### src/rtl/sdram_dual_arb.sv
module sdram_dual_arb #(
  parameter int WADDR_W    = 24,
  parameter int VID_WORDS  = 16,
  parameter int QUAD_WORDS = 4
) (
  input  logic                 clk,
  input  logic                 rst_n,
  input  logic                 vid_valid,
  output logic                 vid_ready,
  input  logic [WADDR_W-1:0]   vid_addr,
  output logic [31:0]          vid_rdata,
  output logic                 vid_rvalid,
  output logic                 vid_done,
  input  logic                 main_valid,
  output logic                 main_ready,
  input  logic                 main_write,
  input  logic [WADDR_W-1:0]   main_addr,
  input  logic [32*QUAD_WORDS-1:0] main_wdata,
  output logic [32*QUAD_WORDS-1:0] main_rdata,
  output logic                 main_done,
  output logic                 cmd_valid,
  input  logic                 cmd_ready,
  output logic                 cmd_write,
  output logic [WADDR_W:0]     cmd_addr,
  output logic [$clog2(2*VID_WORDS+1)-1:0] cmd_len,
  output logic [15:0]          mem_wdata,
  output logic                 mem_wvalid,
  input  logic                 mem_wready,
  input  logic [15:0]          mem_rdata,
  input  logic                 mem_rvalid
);
  localparam int BW    = 16;
  localparam int VB    = 2 * VID_WORDS;
  localparam int MB    = 2 * QUAD_WORDS;
  localparam int LEN_W = $clog2(VB + 1);
  localparam int QA    = $clog2(QUAD_WORDS);
  localparam int MBI_W = $clog2(MB);

  typedef enum logic [1:0] {IDLE, CMD, DATA} st_t;

  st_t                 state;
  logic                sel_vid;
  logic                wr_q;
  logic [WADDR_W:0]    addr_q;
  logic [LEN_W-1:0]    cnt;
  logic [BW-1:0]       half_q;
  logic [32*QUAD_WORDS-1:0] wbuf;
  logic [32*QUAD_WORDS-1:0] rbuf;
  logic [31:0]         vword_q;
  logic                vrv_q, vdone_q, mdone_q;

  logic [LEN_W-1:0]    burst_len;
  logic                beat, last;

  assign burst_len  = sel_vid ? LEN_W'(VB) : LEN_W'(MB);
  assign beat       = (state == DATA) && (wr_q ? mem_wready : mem_rvalid);
  assign last       = beat && (cnt == burst_len - 1'b1);

  assign vid_ready  = (state == IDLE) && vid_valid;
  assign main_ready = (state == IDLE) && main_valid && !vid_valid;

  assign cmd_valid  = (state == CMD);
  assign cmd_write  = wr_q;
  assign cmd_addr   = addr_q;
  assign cmd_len    = burst_len;

  assign mem_wvalid = (state == DATA) && wr_q;
  assign mem_wdata  = wbuf[int'(cnt[MBI_W-1:0])*BW +: BW];

  assign vid_rdata  = vword_q;
  assign vid_rvalid = vrv_q;
  assign vid_done   = vdone_q;
  assign main_done  = mdone_q;
  assign main_rdata = rbuf;

  always_ff @(posedge clk) begin
    if (!rst_n) begin
      state   <= IDLE;
      sel_vid <= 1'b0;
      wr_q    <= 1'b0;
      addr_q  <= '0;
      cnt     <= '0;
      half_q  <= '0;
      wbuf    <= '0;
      rbuf    <= '0;
      vword_q <= '0;
      vrv_q   <= 1'b0;
      vdone_q <= 1'b0;
      mdone_q <= 1'b0;
    end else begin
      vrv_q   <= 1'b0;
      vdone_q <= 1'b0;
      mdone_q <= 1'b0;
      case (state)
        IDLE: begin
          cnt <= '0;
          if (vid_valid) begin
            sel_vid <= 1'b1;
            wr_q    <= 1'b0;
            addr_q  <= {vid_addr, 1'b0};
            state   <= CMD;
          end else if (main_valid) begin
            sel_vid <= 1'b0;
            wr_q    <= main_write;
            addr_q  <= {main_addr[WADDR_W-1:QA], {(QA+1){1'b0}}};
            wbuf    <= main_wdata;
            state   <= CMD;
          end
        end
        CMD: if (cmd_ready) state <= DATA;
        DATA: begin
          if (beat) begin
            cnt <= cnt + 1'b1;
            if (!wr_q) begin
              if (sel_vid) begin
                if (!cnt[0]) half_q <= mem_rdata;
                else begin
                  vword_q <= {mem_rdata, half_q};
                  vrv_q   <= 1'b1;
                end
              end else begin
                rbuf[int'(cnt[MBI_W-1:0])*BW +: BW] <= mem_rdata;
              end
            end
          end
          if (last) begin
            state   <= IDLE;
            vdone_q <= sel_vid;
            mdone_q <= !sel_vid;
          end
        end
        default: state <= IDLE;
      endcase
    end
  end
endmodule


### config.mk
export PLATFORM = sky130hd
export DESIGN_NAME = sdram_dual_arb
export DESIGN_NICKNAME = d
export VERILOG_FILES = /design/src/rtl/sdram_dual_arb.sv
export SDC_FILE = /design/constraint.sdc
export NUM_CORES = 1
export LEC_CHECK = 0
export ABC_CLOCK_PERIOD_IN_PS = 8100
export CAP_MARGIN = 20
export CORE_UTILIZATION = 51
export DETAILED_ROUTE_END_ITERATION = 8
export PLACE_DENSITY = 0.82
export SETUP_SLACK_MARGIN = 0.05
export SLEW_MARGIN = 20
export SYNTH_ARGS = -nofsm -noshare
export SYNTH_HDL_FRONTEND = slang
export SYNTH_SLANG_ARGS = --single-unit
### constraint.sdc
create_clock -name clk -period 8.1 [get_ports clk]
set_clock_uncertainty 0.15 [all_clocks]
set_input_delay 1.215 -clock clk [delete_from_list [all_inputs] [get_ports clk]]
set_output_delay 1.215 -clock clk [all_outputs]
set_load 0.1 [all_outputs]
==> impl_metrics.env <==
export IMPL_drc=0
export IMPL_syn_avg_cell_area_um2=9.16
export IMPL_power_frac_seq_pct=45.1
export IMPL_clock_path_buffers=3
export IMPL_hold_violations=0
export IMPL_rsz0062_at_grt="no"
export IMPL_vdd_drop_max_mv=0.159
export IMPL_synth_area_um2=14000
export IMPL_final_cell_mix="nand2_1, clkdlybuf4s50_1, dfxtp_1, mux2i_1, a21oi_1"
export IMPL_vias_per_cell=5.39
export IMPL_fp_row_count=60
export IMPL_drtIter0Drc=911
export IMPL_drive_gt1_share_pct=6.55
export IMPL_startpoint_type="flop"
export IMPL_post_cts_resized=0
export IMPL_slew_headroom_pct=26.8
export IMPL_ys_seq_area_share_pct=48.8
export IMPL_p_comb_share_pct=13.9
export IMPL_endpoint_kind="primary output"
export IMPL_p_leak_nw=7.83
export IMPL_yosysWarnings=0
export IMPL_cts_setup_buffers=0
export IMPL_hp_class="reg -> reg"
export IMPL_wl_um=41000
export IMPL_arrival_ns=3.79
export IMPL_io_buffers=407
export IMPL_synth_ff_type="dfxtp_1"
export IMPL_tightest_slew_ns=1.09
export IMPL_drtPass1Iterations=5
export IMPL_crit_fanout=25
export IMPL_internal_power_mw=2.87
export IMPL_clk_pin_slew_ns=0.06
export IMPL_initial_core_util_pct=51.9
export IMPL_gr_total_overflow=0
export IMPL_syn_to_final_growth_pct=37.1
export IMPL_cts_root_buf="clkbuf_16"
export IMPL_clkPwrFrac_pct=41.0
export IMPL_synth_seq_cells=341
export IMPL_cts_sinks=341
export IMPL_p_sw_mw=1.04
export IMPL_clock_fmax_mhz=194
export IMPL_tns_ns=0
export IMPL_clk_latency_ns=0.50
export IMPL_cts_hold_buffers=0
export IMPL_grt_pass1_wl_um=63400
export IMPL_switching_share_pct=26.6
export IMPL_finalWorstPathRequiredPeriod_ns=5.15
export IMPL_vias=12100
export IMPL_die_w_um=168
export IMPL_detail_route_antenna_nets=0
export IMPL_nets=2076
export IMPL_synth_edf_count=0
export IMPL_dp_slack_ns=3.19
export IMPL_dp_hpwl_um=28900
export IMPL_fin_crit_sh_pct=63.6
export IMPL_cts_tree="yes"
export IMPL_gp_congestion=0.862
export IMPL_drv_slew=0
export IMPL_setup_violations=0
export IMPL_dieArea_um2=28100
export IMPL_yosys_cell_types_count=46
export IMPL_grt_antenna_before_repair=7
export IMPL_timing_worst_setup_path_type="reg -> out"
export IMPL_io_pins=415
export IMPL_setup_ws_ns=2.95
export IMPL_core_area_um2=27000
export IMPL_fp_dieH_um=168
export IMPL_grt_pass1_vias=11800
export IMPL_cts_buffers=36
export IMPL_grt_max_degree=118
export IMPL_status="finished, final reports clean"
export IMPL_grtUsageTotal_pct=28.7
export IMPL_final_common_cell="nand2_1"
export IMPL_h_tree_depth=2
export IMPL_async_flop_share_pct=0
export IMPL_critPathRequiredTime_ns=6.73
export IMPL_fill_cells=2006
export IMPL_power_density_nw_per_um2=204
export IMPL_synthCells=1528
export IMPL_wl_per_cell_um=18.3
export IMPL_max_cap_violations=0
-- stage by stage --
stage	std cells	utilization (%)	area [um2]	hold WS (ns)	power, mW
finish	2239	71.2	19200	0.303	3.91
floorplan	1532	-	14000	0.283	2.14
global route	2238	71.2	19200	0.317	4.03
global placement	2173	66.8	18000	0.289	2.33
detailed placement	2173	66.8	18000	0.296	2.34
CTS	2233	71.1	19200	0.303	3.93
-- registers in the layout, indices dropped and copies added (netlist names) --
name,count
cnt,6
cmd_write,1
vid_rdata,32
main_done,1
main_rdata,128
vid_rvalid,1
cmd_addr,24
half_q,16
vid_done,1
sel_vid,1
state,2
wbuf,128
-- synthesized netlist by cell type, types with 5 or more instances --
| cell type | number | area share (%) |
|---|---|---|
| nand2_1 | 570 | 15 |
| dfxtp_1 | 341 | 49 |
| mux2i_1 | 204 | 15 |
| a21oi_1 | 155 | 5.5 |
| clkbuf_1 | 60 | 1.6 |
| mux4_2 | 32 | 5.1 |
| buf_2 | 30 | 1.1 |
| a211oi_1 | 24 | 1.3 |
| buf_4 | 15 | 0.80 |
| buf_6 | 12 | 0.97 |
| nor2b_1 | 7 | 0.31 |
| ha_1 | 6 | 0.54 |
| inv_1 | 6 | 0.16 |
| nand4_4 | 6 | 0.91 |
| nor2_1 | 6 | 0.16 |
| and2_1 | 5 | 0.22 |
| nand3_1 | 5 | 0.18 |
| o21ai_0 | 5 | 0.18 |
-- power by group through the flow --
| stage | clock [mW] | sequential (mW) | combinational [mW] |
|---|---|---|---|
| floorplan | 0 | 1.90 | 0.240 |
| global placement | 0 | 1.79 | 0.538 |
| detailed placement | 0 | 1.80 | 0.542 |
| CTS | 1.62 | 1.76 | 0.544 |
| global route | 1.69 | 1.77 | 0.573 |
| finish | 1.60 | 1.76 | 0.543 |
-- per-layer routing --
metal / global-route usage [%] / wire (um) / part of all wire (%)
met4: 13.5 / 1540 / 3.8
met5: 0 / 13 / 0.032
met3: 6.41 / 2980 / 7.3
met2: 49.7 / 20300 / 50
met1: 33.7 / 16200 / 39
-- critical path: stages, from the launching register on --
cell             delay, ns
dfxtp_1               1.01
clkinv_1              0.91
nand2_1               0.30
nand2_1               0.08
clkdlybuf4s50_1       0.97
-- kinds of logic after synthesis --
kind of cell | share of synthesized area (%)
compound gates | 7.56
simple gates | 18.6
other cells | 0.0268
mux | 19.7
fa+ha+maj | 0.536
buf+inv | 4.77
flops | 48.8
-- area by class of cell --
| type | count | area [um2] | share of cell area [%] |
|---|---|---|---|
| Sequential cell | 341 | 6830 | 35.6 |
| Multi-Input combinational cell | 1062 | 6550 | 34.2 |
| Timing Repair Buffer | 421 | 4180 | 21.8 |
| Clock buffer | 50 | 1070 | 5.56 |
| Tap cell | 341 | 427 | 2.22 |
| Clock inverter | 10 | 86.3 | 0.450 |
| Inverter | 8 | 33.8 | 0.176 |
| Antenna cell | 6 | 15.0 | 0.0782 |
-- final timing paths --
kind              slack (ns)       endpoint  startpoint  cells past startpoint
setup / recovery        2.95  mem_wdata[10]      cnt[2]                      4
hold reg to reg         0.30       wbuf[53]    wbuf[53]                      2
hold / removal          0.30       wbuf[53]    wbuf[53]                      2
setup reg to reg        4.07  main_rdata[0]      cnt[2]                      5
(Power assumes the default switching activity.)
